File: src/rtl/cache_tlb_status_pkg.sv
package cache_tlb_status_pkg;
  localparam int DATA_W   = 32;
  localparam int ADDR_W   = 32;
  localparam int ISO_BIT  = 0;
  localparam int PZ_BIT   = 1;
  localparam int MISS_BIT = 2;
  localparam int PERR_BIT = 3;
  localparam int SHUT_BIT = 4;
  localparam int BOOT_BIT = 5;

  typedef struct packed {
    logic loadCtl;
    logic setPerr;
    logic clrPerr;
    logic setShut;
    logic loadMiss;
    logic missVal;
  } ctlStrobes_t;
endpackage

File: src/rtl/cache_tlb_status_ctl.sv
module cache_tlb_status_ctl
  import cache_tlb_status_pkg::*;
(
  input  logic               clk,
  input  logic               rstN,
  input  logic               wrEn,
  input  logic [DATA_W-1:0]  wrData,
  input  logic               parityErrEvt,
  input  logic               loadValid,
  input  logic               loadMiss,
  input  logic               multiMatchEvt,
  input  logic               isoNow,
  output ctlStrobes_t        strb
);
  always_comb begin
    strb          = '0;
    strb.loadCtl  = wrEn;
    strb.setPerr  = parityErrEvt;
    // set wins over a simultaneous write-one clear
    strb.clrPerr  = wrEn && wrData[PERR_BIT] && !parityErrEvt;
    strb.setShut  = multiMatchEvt;
    strb.loadMiss = loadValid && isoNow;
    strb.missVal  = loadMiss;
  end

  // clear and set strobes never coexist
  p_no_clr_on_set_r5: assert property (@(posedge clk) disable iff (!rstN)
    !(strb.clrPerr && strb.setPerr));
endmodule

File: src/rtl/cache_tlb_status_dp.sv
module cache_tlb_status_dp
  import cache_tlb_status_pkg::*;
#(
  parameter logic [ADDR_W-1:0] NORM_BASE = 32'h8000_0000,
  parameter logic [ADDR_W-1:0] BOOT_BASE = 32'hbfc0_0100,
  parameter logic [ADDR_W-1:0] GEN_OFS   = 32'h0000_0080
)(
  input  logic               clk,
  input  logic               rstN,
  input  logic [DATA_W-1:0]  wrData,
  input  ctlStrobes_t        strb,
  output logic [DATA_W-1:0]  rdData,
  output logic               isoQ,
  output logic               pzQ,
  output logic               bootQ,
  output logic               shutQ,
  output logic [ADDR_W-1:0]  refillVec,
  output logic [ADDR_W-1:0]  generalVec
);
  logic missQ, perrQ;

  always_ff @(posedge clk) begin
    if (!rstN) begin
      isoQ  <= 1'b0;
      pzQ   <= 1'b0;
      bootQ <= 1'b1;
      missQ <= 1'b0;
      perrQ <= 1'b0;
      shutQ <= 1'b0;
    end else begin
      if (strb.loadCtl) begin
        isoQ  <= wrData[ISO_BIT];
        pzQ   <= wrData[PZ_BIT];
        bootQ <= wrData[BOOT_BIT];
      end
      if (strb.setPerr)      perrQ <= 1'b1;
      else if (strb.clrPerr) perrQ <= 1'b0;
      if (strb.setShut)      shutQ <= 1'b1;
      if (strb.loadMiss)     missQ <= strb.missVal;
    end
  end

  always_comb begin
    rdData           = '0;
    rdData[ISO_BIT]  = isoQ;
    rdData[PZ_BIT]   = pzQ;
    rdData[MISS_BIT] = missQ;
    rdData[PERR_BIT] = perrQ;
    rdData[SHUT_BIT] = shutQ;
    rdData[BOOT_BIT] = bootQ;
  end

  localparam logic [ADDR_W-1:0] NORM_GEN = NORM_BASE + GEN_OFS;
  localparam logic [ADDR_W-1:0] BOOT_GEN = BOOT_BASE + GEN_OFS;

  assign refillVec  = bootQ ? BOOT_BASE : NORM_BASE;
  assign generalVec = bootQ ? BOOT_GEN  : NORM_GEN;

  p_perr_set_r3: assert property (@(posedge clk) disable iff (!rstN)
    strb.setPerr |=> perrQ);
  p_perr_clr_r4: assert property (@(posedge clk) disable iff (!rstN)
    strb.clrPerr |=> !perrQ);
  p_perr_hold_r4: assert property (@(posedge clk) disable iff (!rstN)
    (!strb.setPerr && !strb.clrPerr) |=> $stable(perrQ));
  p_shut_sticky_r6: assert property (@(posedge clk) disable iff (!rstN)
    shutQ |=> shutQ);
  p_miss_hold_r9: assert property (@(posedge clk) disable iff (!rstN)
    !strb.loadMiss |=> $stable(missQ));
endmodule

File: src/rtl/cache_tlb_status.sv
module cache_tlb_status
  import cache_tlb_status_pkg::*;
(
  input  logic               clk,
  input  logic               rstN,
  input  logic               wrEn,
  input  logic [DATA_W-1:0]  wrData,
  output logic [DATA_W-1:0]  rdData,
  input  logic               parityErrEvt,
  input  logic               loadValid,
  input  logic               loadMiss,
  input  logic               multiMatchEvt,
  output logic               isoOut,
  output logic               parZeroOut,
  output logic               bootVecOut,
  output logic               xlateInhibit,
  output logic [ADDR_W-1:0]  refillVec,
  output logic [ADDR_W-1:0]  generalVec
);
  ctlStrobes_t strb;
  logic shutQ;

  cache_tlb_status_ctl ctl_i (
    .clk(clk), .rstN(rstN), .wrEn(wrEn), .wrData(wrData),
    .parityErrEvt(parityErrEvt), .loadValid(loadValid), .loadMiss(loadMiss),
    .multiMatchEvt(multiMatchEvt), .isoNow(isoOut), .strb(strb)
  );

  cache_tlb_status_dp dp_i (
    .clk(clk), .rstN(rstN), .wrData(wrData), .strb(strb), .rdData(rdData),
    .isoQ(isoOut), .pzQ(parZeroOut), .bootQ(bootVecOut), .shutQ(shutQ),
    .refillVec(refillVec), .generalVec(generalVec)
  );

  assign xlateInhibit = shutQ;

  p_inhibit_after_match_r7: assert property (@(posedge clk) disable iff (!rstN)
    multiMatchEvt |=> xlateInhibit);
  p_boot_vec_r8: assert property (@(posedge clk) disable iff (!rstN)
    rdData[BOOT_BIT] |-> (refillVec == 32'hbfc0_0100 && generalVec == 32'hbfc0_0180));
  p_norm_vec_r8: assert property (@(posedge clk) disable iff (!rstN)
    !rdData[BOOT_BIT] |-> (refillVec == 32'h8000_0000 && generalVec == 32'h8000_0080));
  p_write_ctl_r2: assert property (@(posedge clk) disable iff (!rstN)
    wrEn |=> (isoOut == $past(wrData[ISO_BIT]) && bootVecOut == $past(wrData[BOOT_BIT])));
endmodule

File: config.mk
export PLATFORM = sky130hd
export DESIGN_NAME = cache_tlb_status
export DESIGN_NICKNAME = d
export VERILOG_FILES = /design/src/rtl/cache_tlb_status_pkg.sv /design/src/rtl/cache_tlb_status_ctl.sv /design/src/rtl/cache_tlb_status_dp.sv /design/src/rtl/cache_tlb_status.sv
export SDC_FILE = /design/constraint.sdc
export NUM_CORES = 1
export LEC_CHECK = 0
export BUFFER_PORTS_ARGS = -buffer_cell sky130_fd_sc_hd__clkbuf_2
export CORE_ASPECT_RATIO = 0.75
export CORE_MARGIN = 2
export CORE_UTILIZATION = 32
export DETAILED_ROUTE_END_ITERATION = 10
export PLACE_DENSITY = 0.95
export SYNTH_ARGS = -nofsm -noshare
export SYNTH_HDL_FRONTEND = slang
export SYNTH_SLANG_ARGS = --single-unit
File: constraint.sdc
create_clock -name clk -period 1.75 [get_ports clk]
set_clock_uncertainty 0.1 [all_clocks]
set_input_delay 0.175 -clock clk [delete_from_list [all_inputs] [get_ports clk]]
set_output_delay 0.175 -clock clk [all_outputs]
set_load 0.02 [all_outputs]
==> Word-level counts from Yosys, hierarchy flattened <==
Cells that the tools add are included.
{ "word_totals": {"ff_bits": 6, "latch_bits": 0, "mem_bits_rw": 0, "romBits": 0, "wordCells": 15, "n_memories": 0} }
{ "classes": {"add_sub_neg": 0, "mul": 0, "div_mod_pow": 0, "order_cmp": 0, "eq_ne": 0, "shift": 0, "muxes": 4, "n_bitwise": 0, "n_reduce_logical": 5} }
{ "ops": {"columns": ["cell", "count"], "rows": [
  ["30-bit two-way mux", 2],
  ["1-bit logical AND", 3],
  ["1-bit two-way mux", 2],
  ["2-bit nonzero test", 1],
  ["1-bit zero test", 1]
]} }

==> Longest topological paths before layout <==
Gate-level depths: netlist of run 1.
{ "logic_depth": {"word_depth": 4, "mapped_depth": 2, "ltp_nobuf": 2} }

==> Hierarchy <==
A second synthesis of run 1 with hierarchy kept.
{ "hier_totals": {"hier_cells": 121, "area_unflattened_um2": 977.2} }
{ "by_module_without_submodules": {"columns": ["mod", "n_inst", "cells_per_inst", "area_each_um2", "seq_area_each_um2"], "rows": [
  ["cache_tlb_status_dp", 1, 115, 932.1, 120.1],
  ["cache_tlb_status_ctl", 1, 6, 45.0, 0.0]
]} }

==> Least setup slack after synthesis of run 1 <==
OpenSTA, ideal clock, no wires.
{ "synth_timing": {"path_type": "reg-to-output", "start": "reg dp_i.bootQ", "end": "out generalVec[22]", "arrival_time_ps": 975, "t_required_ps": 1475, "slack_ps": 500, "path_stages_with_launch": 2, "n_path_buf": 1, "path_cell_list": "dfxtp_1 > buf_4"} }
{ "synth_between": {"elab_chain_cells": 1} }
{ "synth_lines": {"columns": ["item", "line", "text"], "rows": [
  ["start, declared", "cache_tlb_status_dp.sv:15", "output logic bootQ,"],
  ["start signal, assigned", "cache_tlb_status_dp.sv:34", "bootQ <= wrData[BOOT_BIT];"],
  ["30-bit two-way mux", "cache_tlb_status_dp.sv:57", "assign generalVec = bootQ ? BOOT_GEN : NORM_GEN;"],
  ["end, declared", "cache_tlb_status.sv:18", "output logic [ADDR_W-1:0] generalVec"]
]} }
No other way between the ends.

==> Final worst setup path of run 1 <==
{ "layout_timing": {"start": "reg dp_i.bootQ", "end": "out refillVec[26]"} }
{ "layout_between": {"elab_chain_cells": 1} }
{ "layout_lines": {"columns": ["item", "line", "text"], "rows": [
  ["30-bit two-way mux", "cache_tlb_status_dp.sv:56", "assign refillVec = bootQ ? BOOT_BASE : NORM_BASE;"],
  ["end, declared", "cache_tlb_status.sv:17", "output logic [ADDR_W-1:0] refillVec,"]
]} }
No other way between the ends.

==> metrics.yaml, run 1 <==
final_antenna_net_count: 0
cts.root.buffer_cell: "clkbuf_8"
netlist_top_cells_area: "buf_4 (77%), dfxtp_1 (13%), mux2i_1 (4.3%)"
cts_resized: 0
setup.reg_to_reg.worst_slack_ns: 0.70
initialDrtViolationCount: 9
synthDominantCellAreaShare: 0.768
tritoncts: "built"
cap_violations: 0
cp_top_family: "flip-flops"
static-leakage-power_nw: 0.504
initial_utilization: 0.347
grt_start_max_net_pins: 22
slowest_cp_cell: "dfxtp_1"
synth_enable_flop_cells: 0
timing.setup.tns_ns: 0
arrival_ns: 1.16
die_area_um2: 3390
highest_layer: "met3"
ys_seq_area_frac: 0.128
crit-reg2reg-launch: "dp_i.bootQ$_SDFFE_PN1P_"
insertedDiodeCount: 0
cp-end-kind: "primary output"
synth-async-reset-ratio: 0
library_cell_occupying_the_most_area_in_the_post_synthesis_netlist: "buf_4"
crit_path_cell_trace: "clkbuf_2"
ioPinCount: 139
grt_pass1_wl_um: 1210
drt_pass1_iterations: 2
netlist_area_um2: 938
grt_pass1_vias: 273
layout.filler_cells: 320
clk-insertion-delay-late_ns: 0.22
portBuffers: 38
met3WireLength_um: 149
worstPathRequired_ns: 1.47
wl_met1_um: 289
post-route-cell-area_um2: 757
post-route-period-util: 0.818
longest_individual_stage_delay_on_the_worst_path_ns: 0.66
globalRouteTotalUtil: 0.0502
detail_route.wirelength_um: 1140
postCtsHoldBufs: 0
detailed_place_hpwl_um: 1030
core_um2: 2700
finalNetCount: 174
worst_hold_startpoint: "wrData[3]"
synth.cells.most_frequent: "buf_4 (96), dfxtp_1 (6), mux2i_1 (4), nand2_1 (4)"
finalHoldViolCount: 0
yosys_warnings: 0
die_height_um: 50.9
register_bit_total_from_synthesis: 6
grt_overflow_total: 0
hold_end: "dp_i.perrQ$_SDFFE_PN0P_"
cts_max_path_buffers: 2
wl_per_cell_um: 6.73
worst-r2r-cell-count: 2
setup_violations: 0
worst_setup_hold_path_clk_slew_ns: 0.04
synthesized_area_per_cell_um2: 7.95
synth.distinct_cells: 10
met2_length_um: 698
synth_most_common_cell: "buf_4"
crit_path_start: "dp_i.bootQ$_SDFFE_PN1P_"
grt_antenna_before_repair: 0
cts-htree-levels: 1
postPlaceCellArea_um2: 716
route.vias.total: 478
gpl.final_weighted_congestion: 0.609
fraction_of_final_layout_cells_sized_beyond_drive_strength_1: 0.308
destination_of_the_worst_register_to_register_timing_path: "dp_i.bootQ$_SDFFE_PN1P_"
rsz0062_at_grt: "no"
fmax_ghz: 0.699
hold_depth: 2
hp-class: "input port to flip-flop"
cell_count_after_synthesis: 118
via_per_inst: 2.83
postCtsSetupBuffers: 0
std_cell_rows: 16
crit_type: "flip-flop to primary output"
crit_fanout: 21
cts_num_sinks: 6
power_density_nw_per_um2: 807
drv_slew: 0
worst_path_buffer_plus_inverter_count: 1
worst_slew_margin_rel: 0.628
run_status: "finished clean"
number_of_buffers_added_by_the_clock_tree_synthesis_step: 3
area_delta_synth_final_pct: -19.3
drc_violation_count_after_routing: 0
primary_ff_master_synth: "dfxtp_1"
setup.worst_path.start_class: "flip-flop"
power_consumption_uw: 611
transition_at_the_pin_with_the_smallest_max_transition_slack_ns: 0.558
die_w_um: 66.5
peak_supply_drop_v: 0.000245
finalCriticalPeriod_ns: 1.43
-- flip-flops by register name, summed over array words and instances, names as in the netlist --
signal      count
dp_i.bootQ      1
dp_i.isoQ       1
dp_i.missQ      1
dp_i.perrQ      1
dp_i.pzQ        1
dp_i.shutQ      1
-- logic make-up after synthesis --
kind of cell           Yosys count  share of synthesized area
muxes                            4                     0.0427
AOI/OAI and AO/OA                3                     0.0200
and+or+nand+nor                  6                     0.0293
buffers and inverters           97                      0.772
DFF                              6                      0.128
other                            2                    0.00800
-- per-layer routing --
layer  vias to the layer above  GRT usage
met5                         -          0
met4                         0     0.0204
met3                         0     0.0330
met2                        45     0.0967
met1                       210     0.0389
li1                        223          -
-- cell type report --
class                           count  area, µm²  share of cell area
Sequential cell                     6        120               0.159
Tap cell                           36       45.0              0.0595
Timing Repair Buffer               38        190               0.251
Inverter                            1       3.75             0.00496
Multi-Input combinational cell     85        357               0.471
Clock buffer                        3       41.3              0.0545
-- power by group --
part | internal [mW] | total [mW] | switching (mW) | leakage (nW)
Sequential | 0.146 | 0.157 | 0.0107 | 0.0497
Clock | 0.148 | 0.206 | 0.0579 | 0.0216
Combinational | 0.0392 | 0.249 | 0.209 | 0.433
Total | 0.333 | 0.611 | 0.278 | 0.504
-- worst max-delay path by stage --
stage          depth (start not counted)              to
6_report                               1   refillVec[26]
3_5_place_dp                           1   refillVec[26]
5_1_grt                                1   refillVec[26]
3_3_place_gp                           1      bootVecOut
4_1_cts                                1   refillVec[26]
2_1_floorplan                          1  generalVec[22]
-- cells in the final DEF, fill, tap and decap left out, types with 2 or more instances in the layout --
cell,instances
conb_1,72
clkbuf_8,3
dfxtp_1,6
nor2b_1,2
nand2_1,4
mux2i_1,4
clkbuf_2,38
-- stage by stage --
| stage | cells | utilization | hold slack, ns | setup slack (ns) |
|---|---|---|---|---|
| CTS | 169 | 0.280 | 0.0438 | 0.267 |
| detailed placement | 166 | 0.265 | 0.278 | 0.505 |
| finish | 169 | 0.280 | 0.0471 | 0.318 |
| global route | 169 | 0.280 | 0.0497 | 0.162 |
| global placement | 166 | 0.265 | 0.271 | 0.521 |
| floorplan | 188 | - | 0.137 | 0.500 |
No activity file was read; power rests on OpenSTA's default activity.
==> run 2, diff against run 1 <==
- ABC_AREA: default -> 1
- CORE_UTILIZATION: 32 -> 27
- PLACE_DENSITY: 0.95 -> 0.89
- clock period: 1.75 -> 1.15 ns (I/O delays scaled with it)
==> metrics.yaml, run 2 <==
fmax_ghz: 0.932
dp_slack_ns: 0.196  # -0.309 ns
portBuffers: 38  # unchanged
ys_seq_area_frac: 0.128  # -0.000170
setup.worst_path.start_class: "flip-flop"
grt_start_max_net_pins: 22  # unchanged
die_w_um: 72.1  # +8.4%
synth.cells.most_frequent: "buf_4 (96), nor2_1 (8), nand2_1 (7)"
run_status: "finished clean"
crit_path_cell_trace: "clkbuf_2"
worst_setup_hold_path_clk_slew_ns: 0.04  # about the same
via_per_inst: 2.79  # -1.3%
fraction_of_final_layout_cells_sized_beyond_drive_strength_1: 0.296  # -0.0125
synthDominantCellAreaShare: 0.767  # -0.00102
initial_utilization: 0.284  # -0.0634
power_density_nw_per_um2: 1240  # +54%
crit_fanout: 21  # unchanged
route.vias.total: 508  # +6.3%
grt_antenna_before_repair: 0  # unchanged
mostFrequentLayoutCells: "conb_1 (72), clkbuf_2 (38), nor2_1 (8)"
postCtsSetupBuffers: 0  # unchanged
worst_path_buffer_plus_inverter_count: 1  # unchanged
timing.setup.tns_ns: 0  # unchanged
cts_resized: 1  # +1
ioPinCount: 139  # unchanged
detail_route.wirelength_um: 1060  # -6.6%
grt_overflow_total: 0  # unchanged
postCtsHoldBufs: 0  # unchanged
final.setup.worst_slack_ns: 0.0767  # -0.242 ns
cts-htree-levels: 1  # unchanged
slowest_cp_cell: "dfxtp_4"
arrival_ns: 0.86  # -0.30 ns
netlist_top_cells_area: "buf_4 (77%), dfxtp_1 (13%), nor2_1 (3.2%)"
gpl.final_weighted_congestion: 0.557  # -8.6%
synth.mux.area_fraction: 0  # -0.0427
detailed_place_hpwl_um: 924  # -10%
synthAdderAreaFrac: 0  # unchanged
std_cell_rows: 18  # +2
clk-insertion-delay-late_ns: 0.22  # about the same
area_delta_synth_final_pct: -18.4
tritoncts: "built"
cp-end-kind: "primary output"
initialDrtViolationCount: 4  # -5
finalHoldViolCount: 0  # unchanged
hp-class: "input port to flip-flop"
layout_commonest_cell: "conb_1"
finalNetCount: 183  # +5.2%
yosys_warnings: 0  # unchanged
synth_enable_flop_cells: 0  # unchanged
cts.root.buffer_cell: "clkbuf_8"
drv_slew: 0  # unchanged
worstPathRequired_ns: 0.94  # -0.53 ns
cts_max_path_buffers: 2  # unchanged
power_consumption_uw: 951  # +56%
cell_count_after_synthesis: 127  # +7.6%
die_height_um: 55.1  # +8.2%
post-route-period-util: 0.933
cts_num_sinks: 6  # unchanged
finalCriticalPeriod_ns: 1.07
synth-async-reset-ratio: 0  # unchanged
number_of_buffers_added_by_the_clock_tree_synthesis_step: 3  # unchanged
grt_pass1_wl_um: 952  # -21%
static-leakage-power_nw: 0.519  # +2.9%
globalRouteTotalUtil: 0.0364  # -0.0138
setup_violations: 0  # unchanged
synth.distinct_cells: 9  # -1
core_um2: 3310  # +23%
crit_type: "flip-flop to primary output"
netlist_area_um2: 940  # +0.13%
grt_pass1_vias: 243  # -11%
synthesized_area_per_cell_um2: 7.40  # -7.0%
final_antenna_net_count: 0  # unchanged
peak_supply_drop_v: 0.000441  # +80%
cp_top_family: "flip-flops"
library_cell_occupying_the_most_area_in_the_post_synthesis_netlist: "buf_4"
rsz0062_at_grt: "no"
insertedDiodeCount: 0  # unchanged
synth-compound-area-share: 0.0160  # -0.00402
register_bit_total_from_synthesis: 6  # unchanged
cap_violations: 0  # unchanged
post_synth_xor_area_fraction: 0  # unchanged
primary_ff_master_synth: "dfxtp_1"
drc_violation_count_after_routing: 0  # unchanged
wl_per_cell_um: 5.84  # -13%
drt_pass1_iterations: 3  # +1
synth_top_family_by_area: "buffers and inverters"
die_area_um2: 3970  # +17%
synth_most_common_cell: "buf_4"
synth_simple_gate_area_share: 0.0652  # +0.0359
longest_individual_stage_delay_on_the_worst_path_ns: 0.44  # -0.22 ns
## run 2: area by class of cell
class / instances / area [µm²]
inverter: 4 / 15.0
tap: 40 / 50.0
fill: 385 / 2540
clock buffer: 3 / 41.3
multi-input combinational: 91 / 347
sequential: 6 / 124
timing repair buffer: 38 / 190
## run 2: final timing paths
| path | start | to | slack [ns] | depth (start not counted) |
|---|---|---|---|---|
| setup / recovery | dp_i.bootQ$_SDFFE_PN1P_ | refillVec[29] | 0.08 | 1 |
| hold / removal | multiMatchEvt | dp_i.shutQ$_SDFFE_PN0P_ | 0.003 | 3 |
| setup reg to reg | dp_i.isoQ$_SDFFE_PN0P_ | dp_i.missQ$_SDFFE_PN0P_ | 0.36 | 3 |
| hold reg to reg | dp_i.perrQ$_SDFFE_PN0P_ | dp_i.perrQ$_SDFFE_PN0P_ | 0.36 | 2 |
## run 2: report_power, final
part / switching [mW] / internal [mW] / leakage, nW
clock network: 0.0853 / 0.224 / 0.0216
logic: 0.337 / 0.0634 / 0.447
registers: 0.0183 / 0.224 / 0.0500
total: 0.440 / 0.511 / 0.519
## run 2: kinds of logic (layout without fill, tap and decap cells)
logic type / after synthesis / count (layout)
compound gates: 3 / 3
simple gates: 16 / 16
flops: 6 / 6
other cells: 2 / 72
buf+inv: 100 / 45
## run 2: per-stage QoR
| step | hold slack (ns) | instance area [µm²] | utilization | std cells |
|---|---|---|---|---|
| 6_report | 0.00347 | 767 | 0.232 | 182 |
| 5_1_grt | 0.00928 | 767 | 0.232 | 182 |
| 4_1_cts | 0.00271 | 767 | 0.232 | 182 |
| 3_5_place_dp | 0.226 | 723 | 0.218 | 179 |
| 3_3_place_gp | 0.225 | 723 | 0.218 | 179 |
| 2_1_floorplan | 0.0991 | 1200 | - | 197 |
## run 2: metal layers
layer,vias up,GRT usage,wire (µm)
met3,2,0.0109,174
met1,215,0.0237,272
met5,-,0,0
li1,243,-,-
met4,0,0.0660,29
met2,48,0.0657,587
